$ cat src/rtl/dmem_pkg.sv
package dmem_pkg;
  localparam int ADDR_W    = 7;
  localparam int DATA_W    = 8;
  localparam int RAM_BASE  = 64;
  localparam int PORT0_A   = 0;
  localparam int PTR0_A    = 1;
  localparam int PORT1_A   = 2;
  localparam int PTR1_A    = 3;

  // implemented slots of the register region
  function automatic logic is_reg_slot(int a);
    case (a)
      1, 3, 18, 20, 30: return 1'b1;
      default: return ((a >= 4) && (a <= 11)) || ((a >= 32) && (a <= 37));
    endcase
  endfunction

  // single-bit read-modify-write
  function automatic logic [DATA_W-1:0] bit_apply(logic [DATA_W-1:0] v,
                                                  logic [2:0] idx, logic val);
    logic [DATA_W-1:0] r;
    r = v;
    r[idx] = val;
    return r;
  endfunction
endpackage

$ cat src/rtl/dmem_decode.sv
module dmem_decode
  import dmem_pkg::*;
#(
  parameter int AW   = ADDR_W,
  parameter int DW   = DATA_W,
  parameter int BASE = RAM_BASE
) (
  input  logic [AW-1:0] addr,
  input  logic [DW-1:0] ptr0,
  input  logic [DW-1:0] ptr1,
  output logic [AW-1:0] eff_addr,
  output logic          redirected,
  output logic          null_hit,
  output logic          reserved_hit,
  output logic          reg_hit,
  output logic          ram_hit
);
  logic eff_is_port;

  always_comb begin
    redirected = 1'b1;
    if (addr == AW'(PORT0_A))      eff_addr = ptr0[AW-1:0];
    else if (addr == AW'(PORT1_A)) eff_addr = ptr1[AW-1:0];
    else begin
      eff_addr   = addr;
      redirected = 1'b0;
    end
  end

  assign eff_is_port  = (eff_addr == AW'(PORT0_A)) || (eff_addr == AW'(PORT1_A));
  assign null_hit     = eff_is_port;
  assign ram_hit      = (eff_addr >= AW'(BASE));
  assign reg_hit      = !ram_hit && is_reg_slot(int'(eff_addr));
  assign reserved_hit = !ram_hit && !reg_hit && !null_hit;
endmodule

$ cat src/rtl/dmem_regfile.sv
module dmem_regfile
  import dmem_pkg::*;
#(
  parameter int DW    = DATA_W,
  parameter int SLOTS = RAM_BASE,
  localparam int IW   = $clog2(SLOTS)
) (
  input  logic          clk,
  input  logic          rst_n,
  input  logic          we,
  input  logic [IW-1:0] idx,
  input  logic [DW-1:0] wdata,
  output logic [DW-1:0] rdata,
  output logic [DW-1:0] ptr0,
  output logic [DW-1:0] ptr1
);
  logic [DW-1:0] slot [SLOTS];

  for (genvar i = 0; i < SLOTS; i++) begin : g_slot
    if (is_reg_slot(i)) begin : g_store
      always_ff @(posedge clk or negedge rst_n) begin
        if (!rst_n)                        slot[i] <= '0;
        else if (we && (idx == IW'(i)))    slot[i] <= wdata;
      end
    end else begin : g_hole
      assign slot[i] = '0;
    end
  end

  assign rdata = slot[idx];
  assign ptr0  = slot[PTR0_A];
  assign ptr1  = slot[PTR1_A];
endmodule

$ cat src/rtl/dmem_gpram.sv
module dmem_gpram #(
  parameter int DW    = 8,
  parameter int DEPTH = 64,
  localparam int IW   = $clog2(DEPTH)
) (
  input  logic          clk,
  input  logic          rst_n,
  input  logic          we,
  input  logic [IW-1:0] idx,
  input  logic [DW-1:0] wdata,
  output logic [DW-1:0] rdata
);
  logic [DW-1:0] mem [DEPTH];

  always_ff @(posedge clk or negedge rst_n) begin
    if (!rst_n) begin
      for (int i = 0; i < DEPTH; i++) mem[i] <= '0;
    end else if (we) begin
      mem[idx] <= wdata;
    end
  end

  assign rdata = mem[idx];
endmodule

$ cat src/rtl/dmem_space.sv
module dmem_space
  import dmem_pkg::*;
#(
  parameter int AW   = ADDR_W,
  parameter int DW   = DATA_W,
  parameter int BASE = RAM_BASE,
  localparam int RAM_DEPTH = (1 << AW) - BASE,
  localparam int RAM_IW    = $clog2(RAM_DEPTH),
  localparam int REG_IW    = $clog2(BASE)
) (
  input  logic          clk,
  input  logic          rst_n,
  input  logic [AW-1:0] addr,
  input  logic [DW-1:0] wdata,
  input  logic          wr_en,
  input  logic          bit_en,
  input  logic [2:0]    bit_idx,
  input  logic          bit_set,
  output logic [DW-1:0] rdata
);
  logic [AW-1:0] eff_addr;
  logic          redirected, null_hit, reserved_hit, reg_hit, ram_hit;
  logic [DW-1:0] ptr0, ptr1, reg_rd, ram_rd, cur_byte, commit_data;
  logic          commit, reg_we, ram_we;
  logic [RAM_IW-1:0] ram_idx;
  logic [AW-1:0]     ram_off;

  dmem_decode #(.AW(AW), .DW(DW), .BASE(BASE)) u_decode (
    .addr(addr), .ptr0(ptr0), .ptr1(ptr1), .eff_addr(eff_addr),
    .redirected(redirected), .null_hit(null_hit), .reserved_hit(reserved_hit),
    .reg_hit(reg_hit), .ram_hit(ram_hit)
  );

  assign ram_off = eff_addr - AW'(BASE);
  assign ram_idx = ram_off[RAM_IW-1:0];

  dmem_regfile #(.DW(DW), .SLOTS(BASE)) u_regs (
    .clk(clk), .rst_n(rst_n), .we(reg_we), .idx(eff_addr[REG_IW-1:0]),
    .wdata(commit_data), .rdata(reg_rd), .ptr0(ptr0), .ptr1(ptr1)
  );

  dmem_gpram #(.DW(DW), .DEPTH(RAM_DEPTH)) u_ram (
    .clk(clk), .rst_n(rst_n), .we(ram_we), .idx(ram_idx),
    .wdata(commit_data), .rdata(ram_rd)
  );

  // target byte: zero for holes and null ports
  always_comb begin
    if (ram_hit)      cur_byte = ram_rd;
    else if (reg_hit) cur_byte = reg_rd;
    else              cur_byte = '0;
  end

  // byte write wins over bit operation
  assign commit_data = wr_en ? wdata : bit_apply(cur_byte, bit_idx, bit_set);
  assign commit      = (wr_en || bit_en) && (ram_hit || reg_hit);
  assign reg_we      = commit && reg_hit;
  assign ram_we      = commit && ram_hit;
  assign rdata       = cur_byte;
endmodule

$ cat config.mk
export PLATFORM = sky130hd
export DESIGN_NAME = dmem_space
export DESIGN_NICKNAME = d
export VERILOG_FILES = /design/src/rtl/dmem_pkg.sv /design/src/rtl/dmem_decode.sv /design/src/rtl/dmem_regfile.sv /design/src/rtl/dmem_gpram.sv /design/src/rtl/dmem_space.sv
export SDC_FILE = /design/constraint.sdc
export NUM_CORES = 1
export LEC_CHECK = 0
export ABC_AREA = 1
export BUFFER_PORTS_ARGS = -buffer_cell sky130_fd_sc_hd__buf_2
export CORE_MARGIN = 4
export CORE_UTILIZATION = 40
export DETAILED_ROUTE_END_ITERATION = 7
export SYNTH_ARGS = -nofsm -noshare
export SYNTH_HDL_FRONTEND = slang
export SYNTH_HIERARCHICAL = 1
export SYNTH_SLANG_ARGS = --single-unit
$ cat constraint.sdc
create_clock -name clk -period 8.6 [get_ports clk]
set_input_delay 0.43 -clock clk [delete_from_list [all_inputs] [get_ports clk]]
set_output_delay 0.43 -clock clk [all_outputs]
set_load 0.02 [all_outputs]
Word-level counts from Yosys, hierarchy flattened
Index checks and enable logic that the tools add are counted.
{ "word_totals": {"register_bits": 664, "out_inout_bits": 8, "wordCells": 172, "in_bits": 23} }
{ "op_classes": {"n_reduce_logical": 33, "n_mux": 18, "bitwise_logic": 2, "order_cmp": 10, "addsub": 1, "eq_ne": 25} }
{ "op_table": {"columns": ["op", "count"], "rows": [
  ["bitwise mux 512 bit", 1],
  ["binary-select mux 8 bit (select 6 bit)", 2],
  ["two-way mux 8 bit", 8],
  ["demux 8 bit (select 6 bit)", 1],
  ["== test 6 bit (second input constant)", 6],
  ["logical AND 1 bit", 27],
  ["== test 6 x 3 -> 1 bit (second input constant)", 4],
  ["== test 6 x 4 -> 1 bit (second input constant)", 4],
  ["== test 7 x 5 -> 1 bit (second input constant)", 3],
  ["greater-or-equal comparator 7 bit (second input constant)", 3],
  ["== test 6 x 5 -> 1 bit (second input constant)", 3],
  ["== test 7 x 2 -> 1 bit (second input constant)", 2],
  ["two-way mux 7 bit", 2],
  ["NOT 6 -> 7 bit", 2],
  ["bitwise mux 8 bit", 1],
  ["== test 7 x 1 -> 1 bit (second input constant)", 1],
  ["greater-or-equal comparator 7 x 3 -> 1 bit (second input constant)", 1],
  ["greater-or-equal comparator 7 x 6 -> 1 bit (second input constant)", 1],
  ["less-or-equal comparator 7 x 4 -> 1 bit (second input constant)", 1],
  ["less-or-equal comparator 7 x 6 -> 1 bit (second input constant)", 1],
  ["logical NOT 7 bit", 1],
  ["less-than comparator 7 x 1 -> 1 bit (second input constant)", 1],
  ["== test 6 x 1 -> 1 bit (second input constant)", 1],
  ["== test 6 x 2 -> 1 bit (second input constant)", 1],
  ["8 further kinds", 11]
]} }

Logic depth before layout (Yosys ltp)
{ "depth": {"depth_word": 13, "ltp_mapped": 31, "ltp_nobuf": 24} }

By module
The synthesis kept the hierarchy.
{ "modules_own_cells": {"columns": ["mod", "area_per_inst_um2", "seq_area_each_um2", "cells_per_inst", "n_inst"], "rows": [
  ["dmem_gpram", 24300.8, 12812.3, 3318, 1],
  ["dmem_regfile", 7378.3, 3803.6, 960, 1],
  ["dmem_decode", 420.4, 0.0, 87, 1],
  ["dmem_space", 397.9, 0.0, 90, 1]
]} }

Worst setup path before layout
Ideal clock, no wire load.
{ "synth_timing": {"path_type": "input to register", "from": "input addr[2]", "to": "register u_ram/mem[491] (netlist name)", "path_slack_ns": 5.004, "arrival_ns": 3.460, "path_stages": 30, "path_buffers": 6, "cell_sequence": "inv_2 > nand2_2 > nor2_2 > nand2_2 > nor2_1 > nor2_2 > inv_2 > buf_2 > inv_2 > buf_2 > buf_2 > buf_2 > nand2_1 > nand2_1 > nand2_1 > nand2_1 > nand2_1 > nand2_1 > nand2_1 > nand2_1 > nor2_1 > nand2_1 > nand2_1 > nand3_1 > nand2_1 > nand2_1 > inv_1 > clkbuf_1 > clkbuf_1 > o21ai_0"} }
{ "synth_between": {"elab_cells_between_ends": 43} }
{ "synth_lines": {"columns": ["item", "line", "source"], "rows": [
  ["start: declaration", "dmem_space.sv:13", "input logic [AW-1:0] addr,"],
  ["== test 7 x 2 -> 1 bit", "dmem_decode.sv:23", "else if (addr == AW'(PORT1_A)) eff_addr = ptr1[AW-1:0];"],
  ["two-way mux 7 bit", "dmem_decode.sv:23", null],
  ["two-way mux 7 bit (*)", "dmem_decode.sv:22", "if (addr == AW'(PORT0_A)) eff_addr = ptr0[AW-1:0];"],
  ["named net eff_addr[0]", "dmem_space.sv:21", "logic [AW-1:0] eff_addr;"],
  ["subtractor 6 x 1 -> 6 bit (*)", "dmem_space.sv:34", "assign ram_off = eff_addr - AW'(BASE);"],
  ["NOT 6 -> 7 bit (not written as such) (*)", "dmem_gpram.sv:23", "assign rdata = mem[idx];"],
  ["binary-select mux 8 bit (select 6 bit) (*)", "dmem_gpram.sv:23", null],
  ["two-way mux 8 bit (not written as such) (*) (2 in a row)", "dmem_gpram.sv:23", null],
  ["named net ram_rd[3]", "dmem_space.sv:23", "logic [DW-1:0] ptr0, ptr1, reg_rd, ram_rd, cur_byte, commit_data;"],
  ["two-way mux 8 bit (*)", "dmem_space.sv:49", "if (ram_hit) cur_byte = ram_rd;"],
  ["bitwise mux 8 bit (*)", "dmem_pkg.sv:23", "r[idx] = val;"],
  ["two-way mux 8 bit (*)", "dmem_space.sv:55", "assign commit_data = wr_en ? wdata : bit_apply(cur_byte, bit_idx, bit_set);"],
  ["named net commit_data[3]", "dmem_space.sv:23", null],
  ["bitwise mux 512 bit (*)", "dmem_gpram.sv:19", "mem[idx] <= wdata;"],
  ["end signal: indexed assignment", "dmem_gpram.sv:19", null],
  ["end: declaration", "dmem_gpram.sv:13", "logic [DW-1:0] mem [DEPTH];"]
]} }
The timed path passes the listed nets; every way through them passes the cells marked *. The select of a mux whose other input is x is not followed.
A chain may end at the register's enable or synchronous reset.

Final worst setup path
{ "layout_timing": {"from": "register u_regs.slot, in the netlist u_regs/ptr1[2]", "to": "register u_ram/mem[238] (netlist name)"} }
{ "layout_between": {"elab_cells_between_ends": 41} }
{ "layout_lines": {"columns": ["item", "line", "source"], "rows": [
  ["start: declaration", "dmem_regfile.sv:17", "logic [DW-1:0] slot [SLOTS];"],
  ["start signal: indexed assignment", "dmem_regfile.sv:23", "else if (we && (idx == IW'(i))) slot[i] <= wdata;"],
  ["two-way mux 7 bit", "dmem_decode.sv:23", null],
  ["two-way mux 7 bit", "dmem_decode.sv:22", null],
  ["named net eff_addr[2]", "dmem_space.sv:21", null],
  ["subtractor 6 x 1 -> 6 bit", "dmem_space.sv:34", null],
  ["NOT 6 -> 7 bit (not written as such)", "dmem_gpram.sv:23", null],
  ["binary-select mux 8 bit (select 6 bit)", "dmem_gpram.sv:23", null],
  ["two-way mux 8 bit (not written as such) (2 in a row)", "dmem_gpram.sv:23", null],
  ["named net ram_rd[6]", "dmem_space.sv:23", null],
  ["two-way mux 8 bit", "dmem_space.sv:49", null],
  ["bitwise mux 8 bit", "dmem_pkg.sv:23", null],
  ["two-way mux 8 bit", "dmem_space.sv:55", null],
  ["named net commit_data[6]", "dmem_space.sv:23", null],
  ["bitwise mux 512 bit", "dmem_gpram.sv:19", null]
]} }
The timed path passes the listed nets, and every way through them passes these cells. The select of a mux whose other input is x is not followed.

==> qor.yml <==
remaining_drc_errors: 0
ff2ff_setup_slack_ns: 3.44
crit_path_start_kind: "flop"
routed_wl_um: 95600
drv_cap: 0
grt_antenna_before_repair: 0
regToRegEndpoint: "u_ram/mem[238]$_DFFE_PN0P_"
hp-class: "in -> reg"
core_region_area_um2: 80400
final_core_util_pct: 44.3
drtIter0Drc: 2477
cts_buffers: 78
overflow: 0
grt_pass1_vias: 26300
die-width_um: 293
numClockSinks: 664
skew_ns: 0.0493
rsz0062_at_grt: "no"
worst_pin_slew_ns: 1.22
drive_above_1_share_pct: 6.57
worstSetupPathType: "reg -> reg"
clk_path_buf_depth: 3
startpoint: "u_regs/ptr1[2]$_DFFE_PN0P_"
hold_viol: 0
worstReg2RegStart: "u_regs/ptr1[2]$_DFFE_PN0P_"
final_max_slew_viol_count: 0
via_count: 27900
synth_fp_nets: 4469
cts_tree: "yes"
dieArea_um2: 85700
clk_latency_ns: 0.64
num_io_pins: 31
crit_end: "u_ram/mem[238]$_DFFE_PN0P_"
hold_ws_ns: 0.377
leakage_nw: 17.9
slew_headroom_pct: 18.8
fmax_mhz: 194
syn_area_um2: 32400
post_drt_wl_per_cell_um: 17.6
synth_area_per_cell_um2: 7.30
nets: 4332
required_ns: 9.05
cts_root_buffer: "clkbuf_16"
initial_core_util_pct: 40.4
clk_pin_slew_worst_paths_ns: 0.06
final-setup-viol-count: 0
area_growth_syn_to_layout_pct: 9.69
setup_tns_ns: 0
io_buffers: 30
postRouteAntennaNets: 0
die_h_um: 293
min_period_over_period_pct: 60.0
rows: 104
outcome: "finished clean"
cts_max_level: 3
dr.pass1.iters: 6
r2r.worst_path.cells: 16
power_density_nw_per_um2: 216
worstSetupEndpointType: "flop"
arrival_ns: 5.61
grt_pass1_wl_um: 153000
yosys_warnings: 6
grt_max_degree: 132
min_period_ns: 5.16
dp_hpwl_um: 58000
via_per_inst: 5.14
track_usage_pct: 22.3
nFillCells: 8322
n_antenna_cell: 0
ir_drop_uv: 133
gp_congestion: 0.865
worstPathMaxFanout: 53
synthCells: 4446
-- metal layers --
metal | share of wire [%] | vias up | wire length, um | GRT usage (%)
li1 | - | 13700 | - | -
met2 | 45 | 713 | 42600 | 34.4
met5 | 0 | - | 0 | 0
met4 | 3.8 | 0 | 3670 | 8.10
met3 | 5.2 | 184 | 5010 | 3.35
met1 | 46 | 13300 | 44300 | 32.1
-- critical path, cell delays in order, from the launching register on --
cell and delay, ns:
dfrtp_1 0.40, nand3_1 0.13, nand3_4 0.56, inv_2 0.76, nor2_1 0.30, nand3_1 0.21
nand2_1 0.06, o21ai_0 0.40, nand2_1 0.09, nor2_1 0.17, nand2_1 0.10, nand2_1 0.10
nand3_1 0.08, nand2_1 0.06, nand2_1 0.37, inv_2 0.86, o21ai_0 0.23
-- power by group --
part	internal, mW	switching, mW	total, mW
sequential	3.40	0.134	3.53
clock	1.95	1.34	3.28
combinational	0.249	0.627	0.876
-- cells in the final DEF (no fill, tap or decap), drive strengths merged --
cell type    instances
bufinv               2
clkinv              12
nand2             2366
nand3              103
a21oi               61
nor4                 6
buf                 61
inv                130
dlygate4sd3          1
clkbuf             121
or2                  2
nor3                11
o211ai               5
nand4                2
clkinvlp             1
nand3b               2
o21ai              646
nor2               170
dfrtp              664
-- worst min path at each step --
stage	start	endpoint	depth (start not counted)	slack, ns
6_report	wdata[3]	u_ram/mem[507]$_DFFE_PN0P_	6	0.38
5_1_grt	wdata[3]	u_ram/mem[435]$_DFFE_PN0P_	6	0.41
4_1_cts	wdata[3]	u_ram/mem[507]$_DFFE_PN0P_	6	0.37
3_5_place_dp	u_ram/mem[286]$_DFFE_PN0P_	u_ram/mem[286]$_DFFE_PN0P_	2	0.47
3_3_place_gp	u_ram/mem[286]$_DFFE_PN0P_	u_ram/mem[286]$_DFFE_PN0P_	2	0.46
2_1_floorplan	rst_n	u_ram/mem[0]$_DFFE_PN0P_	0	0.13
-- flip-flops by register name, summed over array words and instances (netlist names) --
signal and count:
u_ram/mem 512, u_regs/ptr1 8, u_regs/slot 136, u_regs/ptr0 8
-- stage by stage --
step / instance area, um2 / instances / worst slack [ns] / total power, mW
floorplan: 32400 / 4446 / 5.02 / 4.14
global placement: 33000 / 5288 / 3.03 / 4.44
detailed placement: 33000 / 5288 / 3.02 / 4.46
CTS: 35600 / 5426 / 3.42 / 7.77
global route: 35600 / 5426 / 2.96 / 8.06
finish: 35600 / 5426 / 3.44 / 7.69
-- timing repair --
action                                 CTS  global route
resized for setup                        0             0
setup endpoints to repair                0             0
setup buffers                            0             0
hold buffers                             1             0
endpoints found under the hold margin  113             0
-- layout make-up --
| class | count | area, um2 | share of cell area (%) |
|---|---|---|---|
| well taps | 1060 | 1330 | 3.73 |
| repair buffers | 62 | 453 | 1.27 |
| multi-input cells | 3374 | 14100 | 39.7 |
| inverters | 129 | 502 | 1.41 |
| clock buffers | 121 | 2350 | 6.62 |
| clock inverters | 16 | 199 | 0.559 |
| flip-flops and latches | 664 | 16600 | 46.7 |
Note: power is estimated with default switching activity, not from simulation.
